`config.mk`:
```
export PLATFORM = sky130hd
export DESIGN_NAME = irq_arb
export DESIGN_NICKNAME = d
export VERILOG_FILES = /design/src/rtl/irq_arb_pkg.sv /design/src/rtl/irq_sense.sv /design/src/rtl/irq_pick.sv /design/src/rtl/irq_arb.sv
export SDC_FILE = /design/constraint.sdc
export NUM_CORES = 1
export LEC_CHECK = 0
export BUFFER_PORTS_ARGS = -buffer_cell sky130_fd_sc_hd__buf_2
export CELL_PAD_IN_SITES_DETAIL_PLACEMENT = 0
export CELL_PAD_IN_SITES_GLOBAL_PLACEMENT = 1
export CORE_ASPECT_RATIO = 0.75
export CORE_MARGIN = 3
export CORE_UTILIZATION = 43
export DETAILED_ROUTE_END_ITERATION = 10
export PLACE_DENSITY_LB_ADDON = 0.2
export SETUP_SLACK_MARGIN = 0.3
export SKIP_LAST_GASP = 1
export SYNTH_ARGS = -nofsm -noshare
export SYNTH_HDL_FRONTEND = slang
export SYNTH_HIERARCHICAL = 1
export SYNTH_SLANG_ARGS = --single-unit
export TNS_END_PERCENT = 100
```
`constraint.sdc`:
```
create_clock -name clk -period 27.8 [get_ports clk]
set_input_delay 1.39 -clock clk [delete_from_list [all_inputs] [get_ports clk]]
set_output_delay 1.39 -clock clk [all_outputs]
set_load 0.02 [all_outputs]
```
`src/rtl/irq_arb_pkg.sv`:
```
package irq_arb_pkg;

    localparam int NUM_EXT   = 8;
    localparam int FIELD_W   = 4;
    localparam int LVL_W     = FIELD_W + 1;
    localparam int EXT_BASE  = 1;
    localparam int PERI_BASE = EXT_BASE + NUM_EXT;

    typedef logic [LVL_W-1:0]   lvl_t;
    typedef logic [FIELD_W-1:0] mask_t;

    localparam lvl_t  TOP_LVL  = lvl_t'(16);
    localparam mask_t TOP_MASK = mask_t'(15);

    typedef enum logic {
        SENSE_LOW  = 1'b0,
        SENSE_FALL = 1'b1
    } sense_e;

    typedef struct packed {
        logic valid;
        lvl_t lvl;
    } grant_t;

    function automatic lvl_t pin_level(input logic [15:0] word_a,
                                       input logic [15:0] word_b,
                                       input int          pin);
        logic [31:0] both;
        both = {word_b, word_a} >> (FIELD_W * pin);
        return {1'b0, both[FIELD_W-1:0]};
    endfunction

    function automatic lvl_t field_level(input mask_t f);
        return {1'b0, f};
    endfunction

endpackage

```
`src/rtl/irq_sense.sv`:
```
module irq_sense
    import irq_arb_pkg::*;
(
    input  logic clk,
    input  logic rst,
    input  logic pin_n,
    input  logic mode,
    input  logic clr,
    output logic req
);
    logic   prev_q;
    logic   flag_q;
    sense_e sense;

    assign sense = sense_e'(mode);

    always_ff @(posedge clk) begin
        if (rst) begin
            prev_q <= pin_n;
            flag_q <= 1'b0;
        end else begin
            prev_q <= pin_n;
            if (sense == SENSE_FALL)
                flag_q <= (flag_q & ~clr) | (prev_q & ~pin_n);
            else
                flag_q <= 1'b0;
        end
    end

    assign req = (sense == SENSE_FALL) ? flag_q : ~pin_n;

    AST_EDGE_HELD: assert property (@(posedge clk) disable iff (rst)
        (mode && flag_q && !clr) |=> flag_q);

endmodule

```
`src/rtl/irq_pick.sv`:
```
module irq_pick
    import irq_arb_pkg::*;
#(
    parameter int NUM_SRC = 13,
    localparam int ID_W   = $clog2(NUM_SRC)
) (
    input  logic [NUM_SRC-1:0]            req,
    input  logic [NUM_SRC-1:0][LVL_W-1:0] lvl,
    input  mask_t                         mask,
    output grant_t                        grant,
    output logic [ID_W-1:0]               id
);
    logic [NUM_SRC-1:0] elig;

    generate
        for (genvar s = 0; s < NUM_SRC; s++) begin : g_elig
            if (s == 0) begin : g_top
                assign elig[s] = req[s];
            end else begin : g_maskable
                assign elig[s] = req[s] && (lvl[s] > field_level(mask));
            end
        end
    endgenerate

    always_comb begin
        grant.valid = 1'b0;
        grant.lvl   = '0;
        id          = '0;
        for (int s = 0; s < NUM_SRC; s++) begin
            if (elig[s] && (lvl[s] > grant.lvl)) begin
                grant.valid = 1'b1;
                grant.lvl   = lvl[s];
                id          = ID_W'(s);
            end
        end
    end

endmodule

```
`src/rtl/irq_arb.sv`:
```
module irq_arb
    import irq_arb_pkg::*;
#(
    parameter int NUM_PERI = 4,
    localparam int NUM_SRC = PERI_BASE + NUM_PERI,
    localparam int ID_W    = $clog2(NUM_SRC)
) (
    input  logic                    clk,
    input  logic                    rst,
    input  logic                    nmi_pin_i,
    input  logic                    nmi_rise_i,
    input  logic [NUM_EXT-1:0]      ext_pin_i,
    input  logic [NUM_EXT-1:0]      ext_edge_i,
    input  logic [15:0]             prio_a_i,
    input  logic [15:0]             prio_b_i,
    input  logic [NUM_PERI-1:0]     peri_req_i,
    input  logic [4*NUM_PERI-1:0]   peri_prio_i,
    input  logic [3:0]              mask_i,
    input  logic                    accept_i,
    output logic                    irq_o,
    output logic [ID_W-1:0]         src_id_o,
    output logic [3:0]              new_mask_o,
    output logic                    ack_o,
    output logic [NUM_SRC-1:0]      ack_vec_o
);
    logic [NUM_SRC-1:0]            src_req;
    logic [NUM_SRC-1:0][LVL_W-1:0] src_lvl;
    logic [NUM_SRC-1:0]            clr_vec;
    grant_t                        win;
    logic [ID_W-1:0]               win_id;
    logic                          take;

    logic                          irq_q;
    logic [ID_W-1:0]               id_q;
    lvl_t                          lvl_q;
    logic                          ack_q;
    logic [NUM_SRC-1:0]            ack_vec_q;
    mask_t                         new_mask_q;

    logic                          nmi_prev_q;
    logic                          nmi_flag_q;
    logic                          nmi_edge;

    assign take    = accept_i && irq_q;
    assign clr_vec = take ? (NUM_SRC'(1) << id_q) : '0;

    // non-maskable source, selectable edge
    assign nmi_edge = nmi_rise_i ? (~nmi_prev_q & nmi_pin_i)
                                 : (nmi_prev_q & ~nmi_pin_i);

    always_ff @(posedge clk) begin
        if (rst) begin
            nmi_prev_q <= nmi_pin_i;
            nmi_flag_q <= 1'b0;
        end else begin
            nmi_prev_q <= nmi_pin_i;
            nmi_flag_q <= (nmi_flag_q & ~clr_vec[0]) | nmi_edge;
        end
    end

    assign src_req[0] = nmi_flag_q;
    assign src_lvl[0] = TOP_LVL;

    generate
        for (genvar k = 0; k < NUM_EXT; k++) begin : g_ext
            irq_sense u_sense (
                .clk   (clk),
                .rst   (rst),
                .pin_n (ext_pin_i[k]),
                .mode  (ext_edge_i[k]),
                .clr   (clr_vec[EXT_BASE+k]),
                .req   (src_req[EXT_BASE+k])
            );
            assign src_lvl[EXT_BASE+k] = pin_level(prio_a_i, prio_b_i, k);
        end
        for (genvar j = 0; j < NUM_PERI; j++) begin : g_peri
            assign src_req[PERI_BASE+j] = peri_req_i[j];
            assign src_lvl[PERI_BASE+j] = field_level(peri_prio_i[FIELD_W*j +: FIELD_W]);
        end
    endgenerate

    irq_pick #(.NUM_SRC(NUM_SRC)) u_pick (
        .req   (src_req),
        .lvl   (src_lvl),
        .mask  (mask_i),
        .grant (win),
        .id    (win_id)
    );

    always_ff @(posedge clk) begin
        if (rst) begin
            irq_q      <= 1'b0;
            id_q       <= '0;
            lvl_q      <= '0;
            ack_q      <= 1'b0;
            ack_vec_q  <= '0;
            new_mask_q <= '0;
        end else begin
            irq_q     <= take ? 1'b0 : win.valid;
            id_q      <= win_id;
            lvl_q     <= win.lvl;
            ack_q     <= take;
            ack_vec_q <= clr_vec;
            if (take)
                new_mask_q <= (id_q == '0) ? TOP_MASK : lvl_q[FIELD_W-1:0];
        end
    end

    assign irq_o      = irq_q;
    assign src_id_o   = id_q;
    assign ack_o      = ack_q;
    assign ack_vec_o  = ack_vec_q;
    assign new_mask_o = new_mask_q;

    AST_ABOVE_MASK: assert property (@(posedge clk) disable iff (rst)
        (irq_o && src_id_o != '0) |-> (lvl_q > {1'b0, $past(mask_i)}));
    AST_NO_ZERO_LVL: assert property (@(posedge clk) disable iff (rst)
        irq_o |-> (lvl_q != '0));
    AST_ACK_FOLLOWS: assert property (@(posedge clk) disable iff (rst)
        (accept_i && irq_o) |=> (ack_o && !irq_o));
    AST_ACK_SINGLE: assert property (@(posedge clk) disable iff (rst)
        ack_o |=> !ack_o);
    AST_ACK_ONEHOT: assert property (@(posedge clk) disable iff (rst)
        ack_o |-> ($countones(ack_vec_o) == 1));
    AST_TOP_MASK: assert property (@(posedge clk) disable iff (rst)
        (accept_i && irq_o && src_id_o == '0) |=> (new_mask_o == 4'd15));
    AST_OWN_MASK: assert property (@(posedge clk) disable iff (rst)
        (accept_i && irq_o && src_id_o != '0) |=> (new_mask_o == $past(lvl_q[3:0])));
    AST_IGNORE_IDLE: assert property (@(posedge clk) disable iff (rst)
        (accept_i && !irq_o) |=> (!ack_o && $stable(new_mask_o)));

endmodule

```
## Word-level counts from Yosys, hierarchy flattened

Cells that the tools add are included.

- Word-level logic and storage cells: 180
- Bits in latches: 0
- RAM bits: 0
- Memory bits (read-only): 0
- Memories kept: 0
- Output and inout port bits: 23
- Register bits after elaboration: 45
- Bits of input ports: 77

- Equality and inequality tests: 0
- Reduce and logical (&&, ||, !) cells: 37
- Add/subtract/negate cells: 0
- $mul: 0
- Shift operators: 1
- Multiplexer cells: 36
- Bitwise logic cells: 56
- Div/mod/pow operators: 0
- Order comparisons: 24

Operator list:

| kind | number |
|---|---|
| $mux W6 | 13 |
| $gt A4 B5 Y1 | 12 |
| $gt A4 B4 Y1 | 12 |
| $not A1 Y1 | 28 |
| $logic_and A1 B1 Y1 | 25 |
| $mux W4 | 6 |
| $reduce_or A2 Y1 | 11 |
| $and A1 B1 Y1 | 19 |
| $shl A1 B4 Y13 const A | 1 |
| $mux W3 | 4 |
| $mux W1 | 10 |
| $mux W9 | 1 |
| $or A1 B1 Y1 | 9 |
| $logic_not A4 Y1 | 1 |
| $mux W2 | 2 |

## Logic depth before layout (Yosys ltp)

Gate-level depths: netlist of the first run.

- Depth after elaboration: 38
- Gate-level depth with buffers: 117
- Depth with buffers taken out: 110

## Hierarchy

The synthesis of the first run kept the hierarchy.

Modules (own cells, without submodules):

| module | instances | area an instance (um^2) | cells an instance | sequential area each (um^2) |
|---|---|---|---|---|
| irq_pick | 1 | 4739.5 | 647 | 0.0 |
| irq_arb | 1 | 948.4 | 92 | 580.6 |
| irq_sense | 8 | 76.3 | 8 | 40.0 |

## Least setup slack after synthesis of the first run

OpenSTA, ideal clock, no wires.

- Kind: input -> register
- Start point: input port mask_i[2]
- End point: register lvl_q[3]
- Path slack: 7.666 ns
- Path buffers: 6
- Cell stages on the path: 109
- Setup time: 0.114 ns
- Required time: 27.686 ns
- Data arrival time: 20.020 ns
- Path through: inv_1 -> ha_1 -> nand3_1 -> o221a_1 -> a31oi_4 -> and2_1 -> buf_2 -> nand2_1 -> o21ai_0 -> inv_1 -> ha_1 -> nor2b_1 -> nand2_1 -> a21oi_1 -> a31oi_1 -> a32oi_1 -> o21ai_2 -> buf_6 -> (+73 left out) -> a21oi_1 -> nor2_1 -> o21ai_1 -> o31a_1 -> a22oi_1 -> ha_1 -> nor2b_1 -> o21a_1 -> o21ai_0 -> nand2b_1 -> a21oi_1 -> nor2_1 -> o21a_1 -> buf_1 -> nor2_1 -> a22o_1 -> a31o_1 -> and2b_1

RTL lines:

| what | RTL line | RTL |
|---|---|---|
| start, declared | irq_arb.sv:18 | `input logic [3:0] mask_i,` |
| end signal, assigned | irq_arb.sv:101 | `lvl_q <= win.lvl;` |
| end, declared | irq_arb.sv:35 | `lvl_t lvl_q;` |

==> results.txt, run 1 <==
- Of all nets on the critical path, the largest fanout is 13.
- Setup violators final: 0
* Remaining max-slew budget at the tightest pin: 0.4634
- Reg-to-reg critical path startpoint: nmi_flag_q
- Post-cts resize count: 0
- The cell area that synthesis handed to floorplanning was 6271 um2.
- Cell area power density: 58.29 nW/um2
- The number of hold violations in the final report is 0.
- Using the TritonRoute via totals, the vias-per-cell ratio works out to 5.493.
- The longest clock path from root to sink contains 2 buffers.
- For the worst flop-to-flop path, the logic depth is slightly above 100.
* Post-detailed-routing wire length: 17690 um
- Clock tree from TritonCTS: built
* Diode count: 0
* Area Growth Syn to Fin: 15.74%
- The final count of pins violating max slew is 0.
- Clock tree synthesis inserted a total of 5 buffers.
* Path type of the worst setup path: input port to register
- Yosys synthesis warning count: 6
- Of the cells placed in the final design, the portion with a size suffix greater than 1 is 0.1842.
- For the pin with the worst max-slew slack, the measured transition is 0.8049 ns.
* Hold-critical path depth: 2
* Worst Min Path Start: g_ext[5].u_sense/prev_q
- Endpoint arrival time on the critical path: 23.55 ns
- The worst path in the final design needs a cycle of 23.34 ns, including I/O delays and setup.
* Post-CTS repair timing setup buffer count: 0
- Final period util: 0.8395
- Setup repair after global routing left no endpoint under its margin.
- Final weighted congestion in routability-driven placement: between 0.8 and 0.9
* Crit-path slowest cell: sky130_fd_sc_hd__a211oi_2
- After clock tree synthesis, the clock-pin slew on the worst setup and hold paths is 0.06 ns.
- Clock root buffer master: sky130_fd_sc_hd__clkbuf_16
- Most common cell type on the critical path: sky130_fd_sc_hd__ha_1
- Outcome: finished clean
- Total non-filler cell area in the finished layout: ~7300 um2
- The H-tree generated during clock tree synthesis spans 2 levels.
* Initial DRC count: 357
* Placed Instances: 1121
- Placeable Area: between 10000 and 15000 um2
* Pin count of the biggest net entering global routing: 25
- Overall track demand over capacity in global routing: 0.2166
- After global routing the overflow that remains totals 0.
- Routed Antenna Nets: 0
- Post-CTS Hold Fix Bufs: 0
- Setup slack on the worst reg-to-reg path comes out at 5.44 ns.
- Total I/O pin count: 100
- Largest incremental delay on the critical path: 0.67 ns
- CTS saw 45 sinks.
- The die covers 16080 um2.
- After detailed placement, the total cell area comes to between 7000 and 8000 um2.
- Final core utilization: 0.5192
- Worst slack after detailed placement: 4.695 ns
- Net count of the finished layout: 1100
- The tightest hold path in the finished design has a slack of 0.4544 ns.
- Summing over every cut layer, the via total after detailed routing is 6202.
* Startpoint kind of the worst setup timing path: input port
* Post-route setup TNS: 0 ns
* Pre-antenna DRT Iters: 5
* Hold Path Class: register to register
- Source-to-sink clock delay at the later pin of the worst-skew pair: 0.28 ns
- Worst reg2reg path endpoint: lvl_q[2]
- Row generation in the floorplan step produced 37 rows.
* Routed length per instance: 15.67 um
- For this run, the top clock speed supported by timing is about 43 MHz.
- The average instance in the mapped netlist occupies 7.858 um2.
* Post-route DRC violation count: 0
- Once layout is complete, the cells apart from fillers number approximately 1100.
- Count of port buffers added during placement: 99
- The die is 110.6 um tall.
- STA classifies the critical path endpoint as a register.
* # Max-Cap Violations: 0
- Setup slack closes at ~4.5 ns.
- In this run the static leakage power is 3.375 nW.
- Final HPWL from detailed placement: 14520 um
* Die extent in x: about 150 um
- First-pass GRT wire length: a little under 30000 um
- In the synthesized netlist, the number of instances is between 700 and 800.
- Number of antenna violations at the first check in global routing: 0
* Number of global-route vias before repair: 5559
* Worst clock skew on the final layout: 0.003717 ns
- Starting density of the core: 0.4485
- Overall power consumption after layout is estimated at around 0.42 mW.
- Required @ worst endpoint: between 20 and 30 ns
* Terminating pin of the worst hold path: g_ext[5].u_sense/flag_q
* VDD IR-drop max: 0.02850 mV
==> placed cells by master, fill, tap and decap left out, types with 5 or more instances in the layout <==
| cell type | instances |
|---|---|
| sky130_fd_sc_hd__nor2b_1 | 26 |
| sky130_fd_sc_hd__o21a_1 | 11 |
| sky130_fd_sc_hd__nor2_1 | 54 |
| sky130_fd_sc_hd__conb_1 | 47 |
| sky130_fd_sc_hd__a22oi_1 | 6 |
| sky130_fd_sc_hd__a22o_1 | 7 |
| sky130_fd_sc_hd__nand3_1 | 16 |
| sky130_fd_sc_hd__a21o_1 | 10 |
| sky130_fd_sc_hd__o21ai_0 | 53 |
| sky130_fd_sc_hd__a41o_1 | 5 |
| sky130_fd_sc_hd__a21oi_2 | 11 |
| sky130_fd_sc_hd__nand3b_1 | 7 |
| sky130_fd_sc_hd__o31a_1 | 7 |
| sky130_fd_sc_hd__nand2b_1 | 41 |
| sky130_fd_sc_hd__inv_1 | 50 |
| sky130_fd_sc_hd__nand2_1 | 71 |
| sky130_fd_sc_hd__o2111ai_1 | 7 |
| sky130_fd_sc_hd__a41oi_1 | 8 |
| sky130_fd_sc_hd__nand4b_1 | 5 |
| sky130_fd_sc_hd__clkbuf_16 | 5 |
| sky130_fd_sc_hd__mux2i_1 | 9 |
| sky130_fd_sc_hd__and2_1 | 20 |
| sky130_fd_sc_hd__mux2_2 | 13 |
| sky130_fd_sc_hd__buf_2 | 99 |
| sky130_fd_sc_hd__and3_1 | 7 |
| sky130_fd_sc_hd__o211ai_1 | 5 |
| sky130_fd_sc_hd__nand4_1 | 12 |
| sky130_fd_sc_hd__o31ai_1 | 6 |
| sky130_fd_sc_hd__ha_1 | 90 |
| sky130_fd_sc_hd__or3_1 | 5 |
| sky130_fd_sc_hd__and2b_1 | 5 |
| sky130_fd_sc_hd__o21ai_1 | 8 |
| sky130_fd_sc_hd__nor3_1 | 10 |
| sky130_fd_sc_hd__dfxtp_1 | 45 |
| sky130_fd_sc_hd__a21oi_1 | 40 |
| sky130_fd_sc_hd__a31oi_1 | 10 |
==> how the worst max path moves through the flow <==
stage | from | endpoint | slack (ns) | cells past startpoint
final | mask_i[2] | lvl_q[2] | 4.46 | 105
after global routing | mask_i[2] | lvl_q[2] | 2.28 | 103
after CTS | mask_i[2] | lvl_q[2] | 4.91 | 103
after detailed placement | mask_i[2] | lvl_q[2] | 4.69 | 103
after global placement | mask_i[2] | lvl_q[2] | 4.89 | 105
after floorplan | mask_i[2] | lvl_q[3] | 7.78 | 108
==> registers in the layout, summed over array words and instances (netlist names) <==
register and flops:
ack_o 1, ack_vec_o 13, g_ext.u_sense/flag_q 8, g_ext.u_sense/prev_q 8, irq_o 1, lvl_q 4, new_mask_o 4, nmi_flag_q 1
nmi_prev_q 1, src_id_o 4
==> layout make-up <==
type,instances,area (um2)
clock buffer,6,138.9
tap,195,244.0
timing repair buffer,101,510.5
sequential,45,900.9
clock inverter,2,37.54
fill,1400,6723
multi-input combinational,730,5239
inverter,50,187.7
==> worst max-delay path, delay by kind of cell <==
family	cells	cell delay, ns
muxes	5	1.38
adders and majority gates	12	3.73
buffers and inverters	9	1.03
and+or+nand+nor	34	5.58
AOI/OAI and AO/OA	45	10.36
==> per-layer routing <==
layer	vias to the layer above	wire length, um	global-route usage
met2	195	6344	0.2894
met5	-	0	0
met4	0	200	0.03669
met3	13	1116	0.02830
met1	2758	10030	0.3613
li1	3236	-	-
==> power by group <==
group	internal [mW]	switching, mW
Clock	0.0448	0.0235
Sequential	0.0739	0.00808
Combinational	0.111	0.162
Total	0.229	0.194
(Power assumes the default switching activity.)
==> run 2, diff against run 1 <==
==> constraint.sdc (replaced) <==
create_clock -name clk -period 22.6 [get_ports clk]
set_input_delay 1.13 -clock clk [delete_from_list [all_inputs] [get_ports clk]]
set_output_delay 1.13 -clock clk [all_outputs]
set_load 0.02 [all_outputs]
==> run 2 against run 1 <==
Net effect:
- die area unchanged
- critical endpoint unchanged
- via count increased by 1.4%
- highest routed layer unchanged
- critical path type unchanged
- clock power increased by 4.4%
- worst setup slack got worse by 2.7 ns
==> results.txt, run 2 (synthesis gave the netlist of run 1 again) <==
- Outcome: finished clean (unchanged)
- Standard-cell rows: 37 (unchanged)
- Diode count: 0 (unchanged)
* Worst clock skew on the final layout: 0.004346 ns (was 0.003717 ns)
* # fillers: 1403 (was 1400)
- The count of nets left with antenna violations after detail routing was 0 (unchanged).
* Post-CTS Hold Fix Bufs: 0 (unchanged)
- Required @ worst endpoint: 22.82 ns (was 28.01 ns)
* Sort of element at the end of the critical path: register (unchanged)
* Clock-pin slew on the worst setup and hold paths: 0.06 ns (about the same)
- Depth of the worst register-to-register path: 104 (was 103)
- Overall track demand over capacity in global routing: 0.2204 (was 0.2166)
- Placed Instances: 1125 (was 1121)
- Fmax achieved: 47.89 MHz
* Final non-filler cell total: 1142 (was 1129)
- The area inside the core boundary is 13980 um2 (unchanged).
- Clock root buffer master: sky130_fd_sc_hd__clkbuf_16 (unchanged)
* Cell area power density: 70.65 nW/um2 (was 58.29 nW/um2)
- Source-to-sink clock delay at the later pin of the worst-skew pair: 0.28 ns (about the same)
- The setup violation total in the final timing report came to 0 (unchanged).
* Commonest non-fill, non-tap cell in the layout: sky130_fd_sc_hd__buf_2 (unchanged)
* Starting density of the core: 0.4485 (unchanged)
- The number of hold violations in the final report is 0 (unchanged).
* Crit-path slowest cell: sky130_fd_sc_hd__or3b_2 (was sky130_fd_sc_hd__a211oi_2)
- Total I/O pin count: 100 (unchanged)
* Die extent in x: 145.4 um (unchanged)
- The number of vias per cell after detailed routing is 5.506 (was 5.493).
- Post-route DRC violation count: 0 (unchanged)
- Post-route setup TNS: 0 ns (unchanged)
* Routed length per instance: 16.11 um (was 15.67 um)
- Number of buffers added by the clock tree synthesis step: 5 (unchanged)
- Endpoint arrival time on the critical path: 21.10 ns (was 23.55 ns)
- The max-capacitance violation count came to 0 (unchanged).
- Number of H-tree levels: 2 (unchanged)
* Area of the die: 16080 um2 (unchanged)
* Pin count of the biggest net entering global routing: 25 (unchanged)
- The routability congestion estimate was 0.8848 (was 0.8707).
* Number of global-route vias before repair: 5619 (was 5559)
- Max-slew violation total from the final report: 0 (unchanged)
- The worst reg2reg path startpoint is nmi_flag_q (unchanged).
- In the finished design, the share of the clock period the worst path needs comes to 0.9239.
- The area overhead of the layout relative to synthesis is 18.56% (was 15.74%).
- The number of clock sinks seen by CTS came to 45 (unchanged).
- The highest cell delay on the worst timing path was 0.45 ns (was 0.67 ns).
- The count of input and output buffers was 99 (unchanged).
- The final net count came to 1113 (was 1100).
* Clock tree from TritonCTS: built (unchanged)
* Launch point of the worst path: mask_i[3] (was mask_i[2])
- Power Total: 0.5253 mW (was 0.4231 mW)
* Maximum count of clock buffers along a single path: 2 (unchanged)
- The measured slew at the worst slew-check pin is 0.6384 ns (was 0.8049 ns).
- Initial DRC count: 451 (was 357)
* VDD IR-drop max: 0.03677 mV (was 0.02850 mV)
- The count of TritonRoute iterations in the first routing pass came to 5 (unchanged).
- Hold Path Class: register to register (unchanged)
- The worst max-slew margin expressed relative to the limit was 0.5634 (was 0.4634).
- The vias after detailed routing was 6288 (was 6202).
- Max reg flops: 13 (unchanged)
- Final core utilization: 0.5318 (was 0.5192)
* Unrepaired setup endpoints after global routing: false (unchanged)
- Path type of the worst setup path: input port to register (unchanged)
- Chip height: 110.6 um (unchanged)
- Layout cells sized above 1: 0.2059 (was 0.1842)
* Post-detailed-placement cell area: 7112 um2 (was 7082 um2)
* Final HPWL from detailed placement: 14930 um (was 14520 um)
* Total non-filler cell area in the finished layout: 7435 um2 (was 7258 um2)
* Worst Min Path Start: g_ext[0].u_sense/prev_q (was g_ext[5].u_sense/prev_q)
- The total wirelength of the detailed-routed design is 18400 um (was 17690 um).
- Total grt overflow: 0 (unchanged)
- Startpoint kind of the worst setup timing path: input port (unchanged)
- First-pass GRT wire length: 29860 um (was 29240 um)
- Leak Pwr: 3.455 nW (was 3.375 nW)
- Crit path to: lvl_q[2] (unchanged)
- Critical path peak fanout: 13 (unchanged)
- The number of antenna violations at the first check in global routing is 0 (unchanged).
* Most used cells in the layout excluding fill and tap cells: 99 x sky130_fd_sc_hd__buf_2, 90 x sky130_fd_sc_hd__ha_1, 71 x sky130_fd_sc_hd__nand2_1 (unchanged)
* Final Critical Period: 20.88 ns
- The capture point of the worst reg-to-reg path is lvl_q[2] (unchanged).
- The most repeated library cell on the critical path is sky130_fd_sc_hd__ha_1 (unchanged).
- The worst setup slack for register-to-register paths is 2.04 ns (was 5.44 ns).
## run 2: what timing repair did
| action | CTS | global route |
|---|---|---|
| buffers inserted | 0 | 9 |
| gates resized for setup | 0 | 20 |
| setup endpoints to repair | 0 | 9 |
## run 2: power breakdown
part           internal, mW  total [mW]  switching, mW
clock                0.0410      0.0713         0.0303
combinational         0.145       0.353          0.208
sequential           0.0908       0.101        0.00993
total                 0.277       0.525          0.249
## run 2: how the worst min path moves through the flow
| stage | end | slack, ns | cells past startpoint |
|---|---|---|---|
| finish | g_ext[0].u_sense/flag_q | 0.45 | 2 |
| global route | g_ext[6].u_sense/flag_q | 0.47 | 2 |
| floorplan | g_ext[0].u_sense/flag_q | 0.44 | 2 |
| detailed placement | g_ext[7].u_sense/flag_q | 0.45 | 2 |
| CTS | g_ext[0].u_sense/flag_q | 0.45 | 2 |
| global placement | g_ext[5].u_sense/flag_q | 0.44 | 2 |
## run 2: metal layers
metal | GRT usage | wire length, um | vias up
li1 | - | - | 3259
met1 | 0.3718 | 10130 | 2805
met2 | 0.2987 | 7002 | 214
met3 | 0.02584 | 1170 | 10
met4 | 0.02340 | 96 | 0
met5 | 0 | 0 | -
## run 2: layout make-up
class                      count  area [um2]  share of cell area
sequential                    45       900.9              0.1212
clock buffer                   6       128.9             0.01733
inverter                      50       187.7             0.02524
multi-input combinational    730        5338              0.7179
clock inverter                 2       15.01            0.002020
timing repair buffer         114       620.6             0.08347
tap                          195       244.0             0.03282
## run 2: worst max-delay path, delay by kind of cell
kind            cells  cell delay, ns
fa+ha+maj          12            3.52
compound gates     44            8.79
buf+inv             9            0.67
simple gates       36            5.38
mux                 5            1.55
## run 2: stage by stage
stage	hold slack [ns]	worst slack [ns]
final	0.4544	1.719
after global routing	0.4711	0.2699
after global placement	0.4449	0.8667
after CTS	0.4545	0.9021
after detailed placement	0.4476	0.6240
after floorplan	0.4392	2.845
